`src/rtl/card_bus_pkg.sv`:
```
package card_bus_pkg;

    localparam int NUM_LEVELS = 3;
    localparam int LVL_W      = 2;

    // bus-grant side state
    typedef struct packed {
        logic hold;
        logic fault;
    } grant_st_t;

    // interrupt side state
    typedef struct packed {
        logic pend;
        logic claim;
    } irq_st_t;

    function automatic logic level_hit(input logic [LVL_W-1:0] cfg, input int idx);
        return (int'(cfg) == idx);
    endfunction

endpackage

```
`src/rtl/grant_link.sv`:
```
module grant_link
    import card_bus_pkg::*;
#(
    parameter int TMO_CYCLES = 64
) (
    input  logic clk,
    input  logic rst,
    input  logic want_bus,
    input  logic xfer_done,
    input  logic grant_in_n,
    output logic grant_out_n,
    output logic busy_n,
    output logic fault_n
);

    localparam int CNT_W = (TMO_CYCLES > 1) ? $clog2(TMO_CYCLES) : 1;
    localparam logic [CNT_W-1:0] CNT_LAST = CNT_W'(TMO_CYCLES - 1);

    grant_st_t        st_q, st_d;
    logic [CNT_W-1:0] cnt_q, cnt_d;

    always_comb begin
        st_d  = st_q;
        cnt_d = cnt_q;
        if (st_q.hold) begin
            if (xfer_done) begin
                st_d.hold = 1'b0;
                cnt_d     = '0;
            end else if (cnt_q == CNT_LAST) begin
                st_d.hold  = 1'b0;
                st_d.fault = 1'b1;
                cnt_d      = '0;
            end else begin
                cnt_d = cnt_q + 1'b1;
            end
        end else begin
            if (st_q.fault && grant_in_n) begin
                st_d.fault = 1'b0;
            end
            if (want_bus && !grant_in_n && !st_q.fault) begin
                st_d.hold = 1'b1;
                cnt_d     = '0;
            end
        end
    end

    always_ff @(posedge clk) begin
        if (rst) begin
            st_q  <= '0;
            cnt_q <= '0;
        end else begin
            st_q  <= st_d;
            cnt_q <= cnt_d;
        end
    end

    assign grant_out_n = (want_bus || st_q.hold) ? 1'b1 : grant_in_n;
    assign busy_n      = ~st_q.hold;
    assign fault_n     = ~st_q.fault;

    assert_busy_blocks_R3: assert property (@(posedge clk) disable iff (rst)
        !busy_n |-> grant_out_n);

    assert_done_release_R4: assert property (@(posedge clk) disable iff (rst)
        (st_q.hold && xfer_done) |=> busy_n);

    assert_fault_drops_grant_R5: assert property (@(posedge clk) disable iff (rst)
        $fell(fault_n) |-> busy_n);

    assert_no_grant_in_fault_R5: assert property (@(posedge clk) disable iff (rst)
        !fault_n |-> busy_n);

endmodule

```
`src/rtl/irq_link.sv`:
```
module irq_link
    import card_bus_pkg::*;
#(
    parameter int VEC_W = 8
) (
    input  logic                  clk,
    input  logic                  rst,
    input  logic [LVL_W-1:0]      cfg_level,
    input  logic                  irq_req,
    input  logic [VEC_W-1:0]      vector,
    input  logic [NUM_LEVELS-1:0] iack_in_n,
    output logic [NUM_LEVELS-1:0] iack_out_n,
    output logic [NUM_LEVELS-1:0] int_n,
    output logic                  dtack_n,
    output logic [VEC_W-1:0]      data_out,
    output logic                  data_oe
);

    irq_st_t               st_q, st_d;
    logic [NUM_LEVELS-1:0] sel;
    logic                  cfg_ok;
    logic                  my_ack;

    for (genvar k = 0; k < NUM_LEVELS; k++) begin : g_lvl
        assign sel[k]        = level_hit(cfg_level, k);
        assign iack_out_n[k] = (sel[k] && (st_q.pend || st_q.claim)) ? 1'b1 : iack_in_n[k];
        assign int_n[k]      = ~(sel[k] && st_q.pend);
    end

    assign cfg_ok = |sel;
    assign my_ack = |(sel & ~iack_in_n);

    always_comb begin
        st_d = st_q;
        if (!st_q.pend) begin
            if (irq_req && cfg_ok && !my_ack) begin
                st_d.pend = 1'b1;
            end
        end else if (!st_q.claim) begin
            if (my_ack) begin
                st_d.claim = 1'b1;
            end
        end else if (!my_ack) begin
            st_d.claim = 1'b0;
            st_d.pend  = 1'b0;
        end
    end

    always_ff @(posedge clk) begin
        if (rst) begin
            st_q <= '0;
        end else begin
            st_q <= st_d;
        end
    end

    assign dtack_n  = ~st_q.claim;
    assign data_oe  = st_q.claim;
    assign data_out = st_q.claim ? vector : '0;

    assert_single_level_R6: assert property (@(posedge clk) disable iff (rst)
        $onehot0(~int_n));

    assert_claim_needs_pend_R8: assert property (@(posedge clk) disable iff (rst)
        !dtack_n |-> (int_n != '1));

    assert_claim_blocks_chain_R7: assert property (@(posedge clk) disable iff (rst)
        !dtack_n |-> ((iack_out_n | ~sel) == '1));

    assert_release_clears_R9: assert property (@(posedge clk) disable iff (rst)
        (st_q.claim && !my_ack) |=> (dtack_n && int_n == '1));

endmodule

```
`src/rtl/card_bus_port.sv`:
```
module card_bus_port
    import card_bus_pkg::*;
#(
    parameter int TMO_CYCLES = 64,
    parameter int VEC_W      = 8
) (
    input  logic                  clk,
    input  logic                  rst,
    input  logic                  want_bus,
    input  logic                  xfer_done,
    input  logic                  grant_in_n,
    output logic                  grant_out_n,
    output logic                  busy_n,
    output logic                  fault_n,
    input  logic [LVL_W-1:0]      cfg_level,
    input  logic                  irq_req,
    input  logic [VEC_W-1:0]      vector,
    input  logic [NUM_LEVELS-1:0] iack_in_n,
    output logic [NUM_LEVELS-1:0] iack_out_n,
    output logic [NUM_LEVELS-1:0] int_n,
    output logic                  dtack_n,
    output logic [VEC_W-1:0]      data_out,
    output logic                  data_oe,
    input  logic                  card_fail,
    output logic                  fail_n
);

    logic fail_q;

    grant_link #(.TMO_CYCLES(TMO_CYCLES)) grant_i (
        .clk         (clk),
        .rst         (rst),
        .want_bus    (want_bus),
        .xfer_done   (xfer_done),
        .grant_in_n  (grant_in_n),
        .grant_out_n (grant_out_n),
        .busy_n      (busy_n),
        .fault_n     (fault_n)
    );

    irq_link #(.VEC_W(VEC_W)) irq_i (
        .clk        (clk),
        .rst        (rst),
        .cfg_level  (cfg_level),
        .irq_req    (irq_req),
        .vector     (vector),
        .iack_in_n  (iack_in_n),
        .iack_out_n (iack_out_n),
        .int_n      (int_n),
        .dtack_n    (dtack_n),
        .data_out   (data_out),
        .data_oe    (data_oe)
    );

    always_ff @(posedge clk) begin
        if (rst) begin
            fail_q <= 1'b0;
        end else begin
            fail_q <= card_fail;
        end
    end

    assign fail_n = ~fail_q;

endmodule

```
`config.mk`:
```
export PLATFORM = sky130hd
export DESIGN_NAME = card_bus_port
export DESIGN_NICKNAME = d
export VERILOG_FILES = /design/src/rtl/card_bus_pkg.sv /design/src/rtl/grant_link.sv /design/src/rtl/irq_link.sv /design/src/rtl/card_bus_port.sv
export SDC_FILE = /design/constraint.sdc
export NUM_CORES = 1
export LEC_CHECK = 0
export ABC_AREA = 0
export ABC_CLOCK_PERIOD_IN_PS = 2970
export BUFFER_PORTS_ARGS = -buffer_cell sky130_fd_sc_hd__buf_2
export CORE_MARGIN = 2
export CORE_UTILIZATION = 45
export DETAILED_ROUTE_END_ITERATION = 16
export GPL_TIMING_DRIVEN = 0
export HOLD_SLACK_MARGIN = 0.08
export PLACE_DENSITY = 0.85
export SLEW_MARGIN = 20
export SYNTH_ARGS = -nofsm -noshare
export SYNTH_HDL_FRONTEND = slang
export SYNTH_SLANG_ARGS = --single-unit
```
`constraint.sdc`:
```
create_clock -name clk -period 2.97 [get_ports clk]
set_input_delay 0.7425 -clock clk [delete_from_list [all_inputs] [get_ports clk]]
set_output_delay 0.7425 -clock clk [all_outputs]
set_load 0.05 [all_outputs]
```
==> out/summary.json, run 1 <==
{
  "clock_power_share_pct": 27.4,
  "max_clock_freq_mhz": 435,
  "wl_met1_um": 697,
  "synth_area_leader_cell": "dfxtp_1",
  "syn-mean-instance-area_um2": 8.46,
  "cp_common_cell": "buf_2",
  "maxSlewViolCount": 0,
  "synth.top_cells.by_count": "11 x dfxtp_1, 8 x and2_1, 5 x inv_1, 5 x nand2_1",
  "top_layer_used": "met4",
  "finalCriticalPeriod_ps": 2300,
  "grtUsageTotal_pct": 18.9,
  "numPlacedInstances": 134,
  "power.combinational.fraction_pct": 30.6,
  "clock-sinks": 11,
  "start_util_pct": 50.1,
  "die_h_um": 42.8,
  "viasPerCell": 5.50,
  "postLayoutCellArea_um2": 917,
  "worst-path-buf-inv": 2,
  "max-clock-path-buffers": 2,
  "cts.repair.resized": 0,
  "timing.critical_path.from_type": "primary input",
  "antenna_violations_before_repair": 0,
  "synth_fp_nets": 101,
  "cts_htree_levels": 1,
  "synth_area_leaders": "dfxtp_1 33%, and2_1 7.4%, a311oi_1 3.9%",
  "num_antenna_cells": 0,
  "finalCoreUtilization_pct": 67.9,
  "ff_latch_area_um2": 220,
  "postSynthRegisterBits": 11,
  "grt_start_max_net_pins": 11,
  "timing.hold.ws_ps": 554,
  "placement.setup.worst_slack_ps": 669,
  "routed_met3_length_um": 81,
  "post_synth_instance_area_um2": 677,
  "violation_count_after_the_first_detailed_routing_iteration": 21,
  "critical-path-slowest-cell": "or3b_2",
  "total_congestion_overflow_after_global_routing": 0,
  "yosysTopAreaCellShare_pct": 32.5,
  "clock_latency_ps": 270,
  "outcome": "completed",
  "synth_edf_count": 0,
  "clock_tree_from_tritoncts": "built",
  "internal_power_mw": 0.238,
  "worst-path-max-fanout": 8,
  "drv.max_cap_violation_count": 0,
  "worstHoldPathType": "reg -> reg",
  "total_clock_buffers_created_by_cts": 3,
  "routed_wirelength_mm": 1.64,
  "n_fill_cell": 114,
  "hold_viol_final": 0,
  "finalSetupViolCount": 0,
  "std_cell_rows": 13,
  "worst-setup-path-type": "in -> out",
  "worst_clock_skew_ps": 2.32,
  "tns_ps": 0,
  "setup_repair_after_global_routing_missed_its_margin": "no",
  "ys_types": 37,
  "wire_per_inst_um": 11.9,
  "crit_chain": "buf_2, or3b_2, buf_2",
  "layout-drive-gt1-share_pct": 41.5,
  "power-per-cell-area_nw_per_um2": 405,
  "antenna_left": 0,
  "synth-async-reset-ratio_pct": 0,
  "synth_warnings": 0,
  "floorplan.die_area_um2": 1830,
  "cp_slowest_stage_delay_ps": 450,
  "critPathTopFamily": "simple AND/OR/NAND/NOR gates",
  "library_cell_used_as_clock_root_buffer": "clkbuf_4",
  "worst_r2r_startpoint": "grant_i.cnt_q[0]",
  "floorplan.io_pins": 40,
  "worst_slack_ps": 669,
  "dominantRegCellSynth": "dfxtp_1",
  "drt_pre_antenna_iters": 4,
  "synth_seq_area_share_pct": 32.5,
  "layout_cells_excl_fill": 138,
  "grt_pass1_vias": 623,
  "globalplace.congestion": 0.755,
  "via_count": 759,
  "first_pass_grt_wire_length_mm": 2.65,
  "dieWidth_um": 42.8,
  "worst_hold_startpoint": "grant_i.cnt_q[4]",
  "final.period_utilization_pct": 77.5,
  "slew_headroom_pct": 69.2,
  "layout_overhead_on_the_synthesized_area_pct": 35.5,
  "placement.io_buffers": 39,
  "fin_nets": 145,
  "launch_point_of_the_worst_path": "cfg_level[1]",
  "cts.repair_timing.setup_buffer_count": 0,
  "finalPower_mw": 0.371,
  "cts_hold_buf": 0,
  "switching_share_pct": 35.7,
  "worst_setup_hold_path_clk_slew_ps": 70,
  "vdd_drop_max_mv": 0.209,
  "yosysMostFrequentCell": "dfxtp_1",
  "post-dp-hpwl_mm": 1.34,
  "critical_path.endpoint_type": "output pin",
  "placedInstanceArea_um2": 891,
  "met2_wirelength_um": 839,
  "cellLeakagePower_nw": 0.404,
  "worst_ep_arrival_time_ps": 1560,
  "cp.required_ps": 2230,
  "syn-instance-count": 80,
  "multi_input_comb_area_um2": 425,
  "sequential_power_share_pct": 42.0,
  "fp.coreArea_um2": 1350,
  "drc": 0,
  "total_switching_power_mw": 0.133,
  "worstMarginPinSlew_ps": 463
}
[power groups by stage]
stage          Sequential, mW  Combinational (mW)  Clock [mW]
5_1_grt                 0.157               0.120       0.112
6_report                0.156               0.114       0.102
3_3_place_gp            0.159               0.111           0
2_1_floorplan           0.162              0.0762           0
3_5_place_dp            0.159               0.114           0
4_1_cts                 0.156               0.114       0.105
[area by class of cell]
cell class              instances  area share (%)
multi-input cells              61            46.4
flip-flops and latches         11            24.0
plain buffers                   3            1.36
inverters                       5            2.05
clock buffers                   4            2.86
well taps                      15            2.05
repair buffers                 39            21.3
[worst paths after layout]
| path | end | slack [ps] | depth (start not counted) |
|---|---|---|---|
| setup / recovery | int_n[0] | 670 | 3 |
| hold / removal | grant_i.cnt_q[4] | 550 | 1 |
| setup reg to reg | grant_i.cnt_q[5] | 1500 | 4 |
| hold reg to reg | grant_i.cnt_q[4] | 550 | 1 |
[metal layers]
layer | GRT usage (%) | vias up
met1 | 23.3 | 347
met2 | 30.0 | 23
met3 | 6.38 | 5
met5 | 0 | -
li1 | - | 384
met4 | 7.50 | 0
[cell usage in the layout (no fill, tap or decap), drive strengths merged, types with 3 or more instances in the layout]
| cell | n |
|---|---|
| dfxtp | 11 |
| inv | 5 |
| nand3 | 4 |
| clkbuf | 6 |
| a21oi | 4 |
| nor2 | 4 |
| buf | 40 |
| nand2 | 5 |
| and2 | 8 |
| nor2b | 3 |
| a311oi | 3 |
[state kept, by name, indices dropped and copies added (netlist names)]
name and flops:
grant_i.st_q 2, grant_i.cnt_q 6, irq_i.st_q 1, fail_q 1, irq_i.data_oe 1
[kinds of logic (layout without fill, tap and decap cells)]
family	after synthesis	in the layout	share of synthesized area (%)
AO/OA/AOI/OAI	21	21	25.3
adder cells (fa/ha/maj)	1	1	1.85
buffers and inverters	8	51	4.62
flip-flops	11	11	32.5
multiplexers	1	1	2.22
AND/OR/NAND/NOR	38	38	33.5
Power figures use the tool's default switching activity.
==> inputs of run 2 (changes only) <==
--- a/config.mk
+++ b/config.mk
@@ -6,14 +6,14 @@
 export NUM_CORES = 1
 export LEC_CHECK = 0
 export ABC_AREA = 0
-export ABC_CLOCK_PERIOD_IN_PS = 2970
+export ABC_CLOCK_PERIOD_IN_PS = 2350
 export BUFFER_PORTS_ARGS = -buffer_cell sky130_fd_sc_hd__buf_2
 export CORE_MARGIN = 2
-export CORE_UTILIZATION = 45
+export CORE_UTILIZATION = 42
 export DETAILED_ROUTE_END_ITERATION = 16
 export GPL_TIMING_DRIVEN = 0
 export HOLD_SLACK_MARGIN = 0.08
-export PLACE_DENSITY = 0.85
+export PLACE_DENSITY = 0.81
 export SLEW_MARGIN = 20
 export SYNTH_ARGS = -nofsm -noshare
 export SYNTH_HDL_FRONTEND = slang
==> constraint.sdc (replaced) <==
create_clock -name clk -period 2.35 [get_ports clk]
set_input_delay 0.5875 -clock clk [delete_from_list [all_inputs] [get_ports clk]]
set_output_delay 0.5875 -clock clk [all_outputs]
set_load 0.05 [all_outputs]
==> run 2 against run 1 <==
Clock power grew 33%. Worst hold slack lost 41 ps. Flip-flop and latch count is the same. Register-to-register slack lost 560 ps. Core utilization shrank 6.6 points. Die area grew 6.5%. Critical path type unchanged. Largest power group unchanged. Highest routed layer unchanged.
==> out/summary.json, run 2 (synthesized netlist as in run 1, its figures left out) <==
{
  "largest_registers": "grant_i.cnt_q: 6 flops, grant_i.st_q: 2 flops",
  "total_congestion_overflow_after_global_routing": {"value": 0, "change": "unchanged"},
  "antenna_violations_before_repair": {"value": 0, "change": "unchanged"},
  "cts.repair_timing.setup_buffer_count": {"value": 0, "change": "unchanged"},
  "cp_slowest_stage_delay": {"value": 460, "unit": "ps", "change": "about the same"},
  "clock-sinks": {"value": 11, "change": "unchanged"},
  "layout_cells_excl_fill": {"value": 139, "change": "+0.72%"},
  "worst-setup-path-type": "in -> out",
  "num_antenna_cells": {"value": 0, "change": "unchanged"},
  "vdd_drop_max": {"value": 0.356, "unit": "mV", "change": "+71%"},
  "grtUsageTotal": {"value": 18.1, "unit": "%", "change": "-0.84 points"},
  "std_cell_rows": {"value": 14, "change": "+1"},
  "placement.io_buffers": {"value": 39, "change": "unchanged"},
  "layout_overhead_on_the_synthesized_area_pct": 36.4,
  "total_switching_power": {"value": 0.176, "unit": "mW", "change": "+32%"},
  "path_depth": {"value": 3, "change": "unchanged"},
  "cp.required": {"value": 1760, "unit": "ps", "change": "-470 ps"},
  "globalplace.congestion": {"value": 0.845, "change": "+12%"},
  "die_h": {"value": 44.1, "unit": "um", "change": "+3.2%"},
  "tns": {"value": 0, "unit": "ps", "change": "unchanged"},
  "grt_pass1_vias": {"value": 670, "change": "+7.5%"},
  "max_clock_freq_mhz": 500,
  "sequential_power_share": {"value": 41.2, "unit": "%", "change": "-0.8 points"},
  "finalCoreUtilization": {"value": 61.3, "unit": "%", "change": "-6.6 points"},
  "fin_nets": {"value": 145, "change": "unchanged"},
  "most_common_library_cell_in_the_layout_ignoring_fill_and_taps": "buf_2",
  "worst_r2r_startpoint": "grant_i.cnt_q[0]",
  "finalSetupViolCount": {"value": 0, "change": "unchanged"},
  "crit_chain": "buf_2, or3b_2, buf_2",
  "worst-path-buf-inv": {"value": 2, "change": "unchanged"},
  "worst_setup_hold_path_clk_slew": {"value": 70, "unit": "ps", "change": "about the same"},
  "cts.repair.resized": {"value": 0, "change": "unchanged"},
  "drc": {"value": 0, "change": "unchanged"},
  "worst-path-max-fanout": {"value": 8, "change": "unchanged"},
  "power-per-cell-area": {"value": 517, "unit": "nW/um^2", "change": "+28%"},
  "internal_power": {"value": 0.302, "unit": "mW", "change": "+27%"},
  "cp_common_cell": "buf_2",
  "postLayoutCellArea": {"value": 923, "unit": "um^2", "change": "+0.68%"},
  "grt_start_max_net_pins": {"value": 11, "change": "unchanged"},
  "post-dp-hpwl": {"value": 1.34, "unit": "mm", "change": "+0.29%"},
  "clock_power_share": {"value": 28.6, "unit": "%", "change": "+1.2 points"},
  "total_clock_buffers_created_by_cts": {"value": 3, "change": "unchanged"},
  "floorplan.io_pins": {"value": 40, "change": "unchanged"},
  "layout-drive-gt1-share": {"value": 42.3, "unit": "%", "change": "+0.81 points"},
  "switching_share": {"value": 36.8, "unit": "%", "change": "+1.1 points"},
  "clock_latency": {"value": 280, "unit": "ps", "change": "about the same"},
  "timing.hold.ws": {"value": 513, "unit": "ps", "change": "-41.3 ps"},
  "antenna_left": {"value": 0, "change": "unchanged"},
  "timing.critical_path.to": "int_n[0]",
  "via_count": {"value": 772, "change": "+1.7%"},
  "violation_count_after_the_first_detailed_routing_iteration": {"value": 11, "change": "-48%"},
  "dieWidth": {"value": 44.1, "unit": "um", "change": "+3.2%"},
  "library_cell_used_as_clock_root_buffer": "clkbuf_4",
  "critPathTopFamily": "simple AND/OR/NAND/NOR gates",
  "setup_repair_after_global_routing_missed_its_margin": "no",
  "worst_ep_arrival_time": {"value": 1410, "unit": "ps", "change": "-150 ps"},
  "placement.setup.worst_slack": {"value": 352, "unit": "ps", "change": "-317 ps"},
  "critical_path.endpoint_type": "output pin",
  "hold_viol_final": {"value": 0, "change": "unchanged"},
  "worstHoldPathType": "in -> reg",
  "timing.critical_path.from_type": "primary input",
  "drv.max_cap_violation_count": {"value": 0, "change": "unchanged"},
  "viasPerCell": {"value": 5.55, "change": "+0.98%"},
  "wire_per_inst": {"value": 12.2, "unit": "um", "change": "+2.5%"},
  "finalPower": {"value": 0.477, "unit": "mW", "change": "+29%"},
  "cts_htree_levels": {"value": 1, "change": "unchanged"},
  "start_util": {"value": 44.9, "unit": "%", "change": "-5.2 points"},
  "crit-reg2reg-capture": "grant_i.cnt_q[5]",
  "power.combinational.fraction": {"value": 30.2, "unit": "%", "change": "-0.4 points"},
  "placedInstanceArea": {"value": 897, "unit": "um^2", "change": "+0.70%"},
  "largest_reg_flops": {"value": 6, "change": "unchanged"},
  "critical-path-slowest-cell": "or3b_2",
  "finalCriticalPeriod_ps": 2000,
  "routed_wirelength": {"value": 1.70, "unit": "mm", "change": "+3.2%"},
  "worstMarginPinSlew": {"value": 429, "unit": "ps", "change": "-33.4 ps"},
  "launch_point_of_the_worst_path": "cfg_level[1]",
  "clock_tree_from_tritoncts": "built",
  "drt_pre_antenna_iters": {"value": 4, "change": "unchanged"},
  "ff2ff_setup_slack": {"value": 940, "unit": "ps", "change": "-560 ps"},
  "numPlacedInstances": {"value": 135, "change": "+0.75%"},
  "r2r_cells": {"value": 4, "change": "unchanged"},
  "worst_slack": {"value": 349, "unit": "ps", "change": "-319 ps"},
  "floorplan.die_area": {"value": 1950, "unit": "um^2", "change": "+6.5%"},
  "largest-register": "grant_i.cnt_q",
  "first_pass_grt_wire_length": {"value": 2.66, "unit": "mm", "change": "+0.53%"},
  "maxSlewViolCount": {"value": 0, "change": "unchanged"},
  "max-clock-path-buffers": {"value": 2, "change": "unchanged"},
  "worst_clock_skew": {"value": 5.96, "unit": "ps", "change": "+3.63 ps"},
  "cellLeakagePower": {"value": 0.406, "unit": "nW", "change": "+0.28%"},
  "slew_headroom": {"value": 71.4, "unit": "%", "change": "+2.2 points"},
  "final.period_utilization_pct": 85.1,
  "layout.cells.most_common_list": "40 x buf_2, 11 x dfxtp_1, 8 x and2_1",
  "fp.coreArea": {"value": 1510, "unit": "um^2", "change": "+12%"},
  "cts_hold_buf": {"value": 0, "change": "unchanged"},
  "outcome": "completed"
}
-- run 2: per-layer routing --
layer | global-route usage [%] | vias up | share of wire (%)
li1 | - | 384 | -
met3 | 2.45 | 5 | 7.6
met5 | 0 | - | 0
met1 | 19.8 | 350 | 41
met2 | 33.5 | 33 | 49
met4 | 9.09 | 0 | 2.1
-- run 2: final cells by class --
cell class / count / area (um^2)
Fill cell: 132 / 583
Multi-Input combinational cell: 61 / 430
Sequential cell: 11 / 220
Timing Repair Buffer: 39 / 195
Clock buffer: 4 / 26.3
Tap cell: 16 / 20.0
Inverter: 5 / 18.8
Buffer: 3 / 12.5
-- run 2: worst min path at each step --
stage / end / slack, ps / cells after the start / start
finish: fail_q / 510 / 2 / rst
CTS: fail_q / 520 / 2 / rst
floorplan: grant_i.cnt_q[0] / 490 / 1 / grant_i.cnt_q[0]
global route: fail_q / 520 / 2 / rst
detailed placement: grant_i.cnt_q[0] / 530 / 1 / grant_i.cnt_q[0]
global placement: grant_i.cnt_q[0] / 510 / 1 / grant_i.cnt_q[0]
-- run 2: power by group through the flow --
stage	clock network (mW)	registers, mW	logic, mW
2_1_floorplan	0	0.205	0.0972
3_3_place_gp	0	0.201	0.143
3_5_place_dp	0	0.201	0.145
4_1_cts	0.135	0.197	0.145
5_1_grt	0.146	0.198	0.153
6_report	0.136	0.197	0.144
-- run 2: worst register-to-register path, cell delays in order, from the launching register on --
cell	delay, ps
dfxtp_1	390
ha_1	230
nand3_1	160
o21ai_0	370
o211ai_1	140
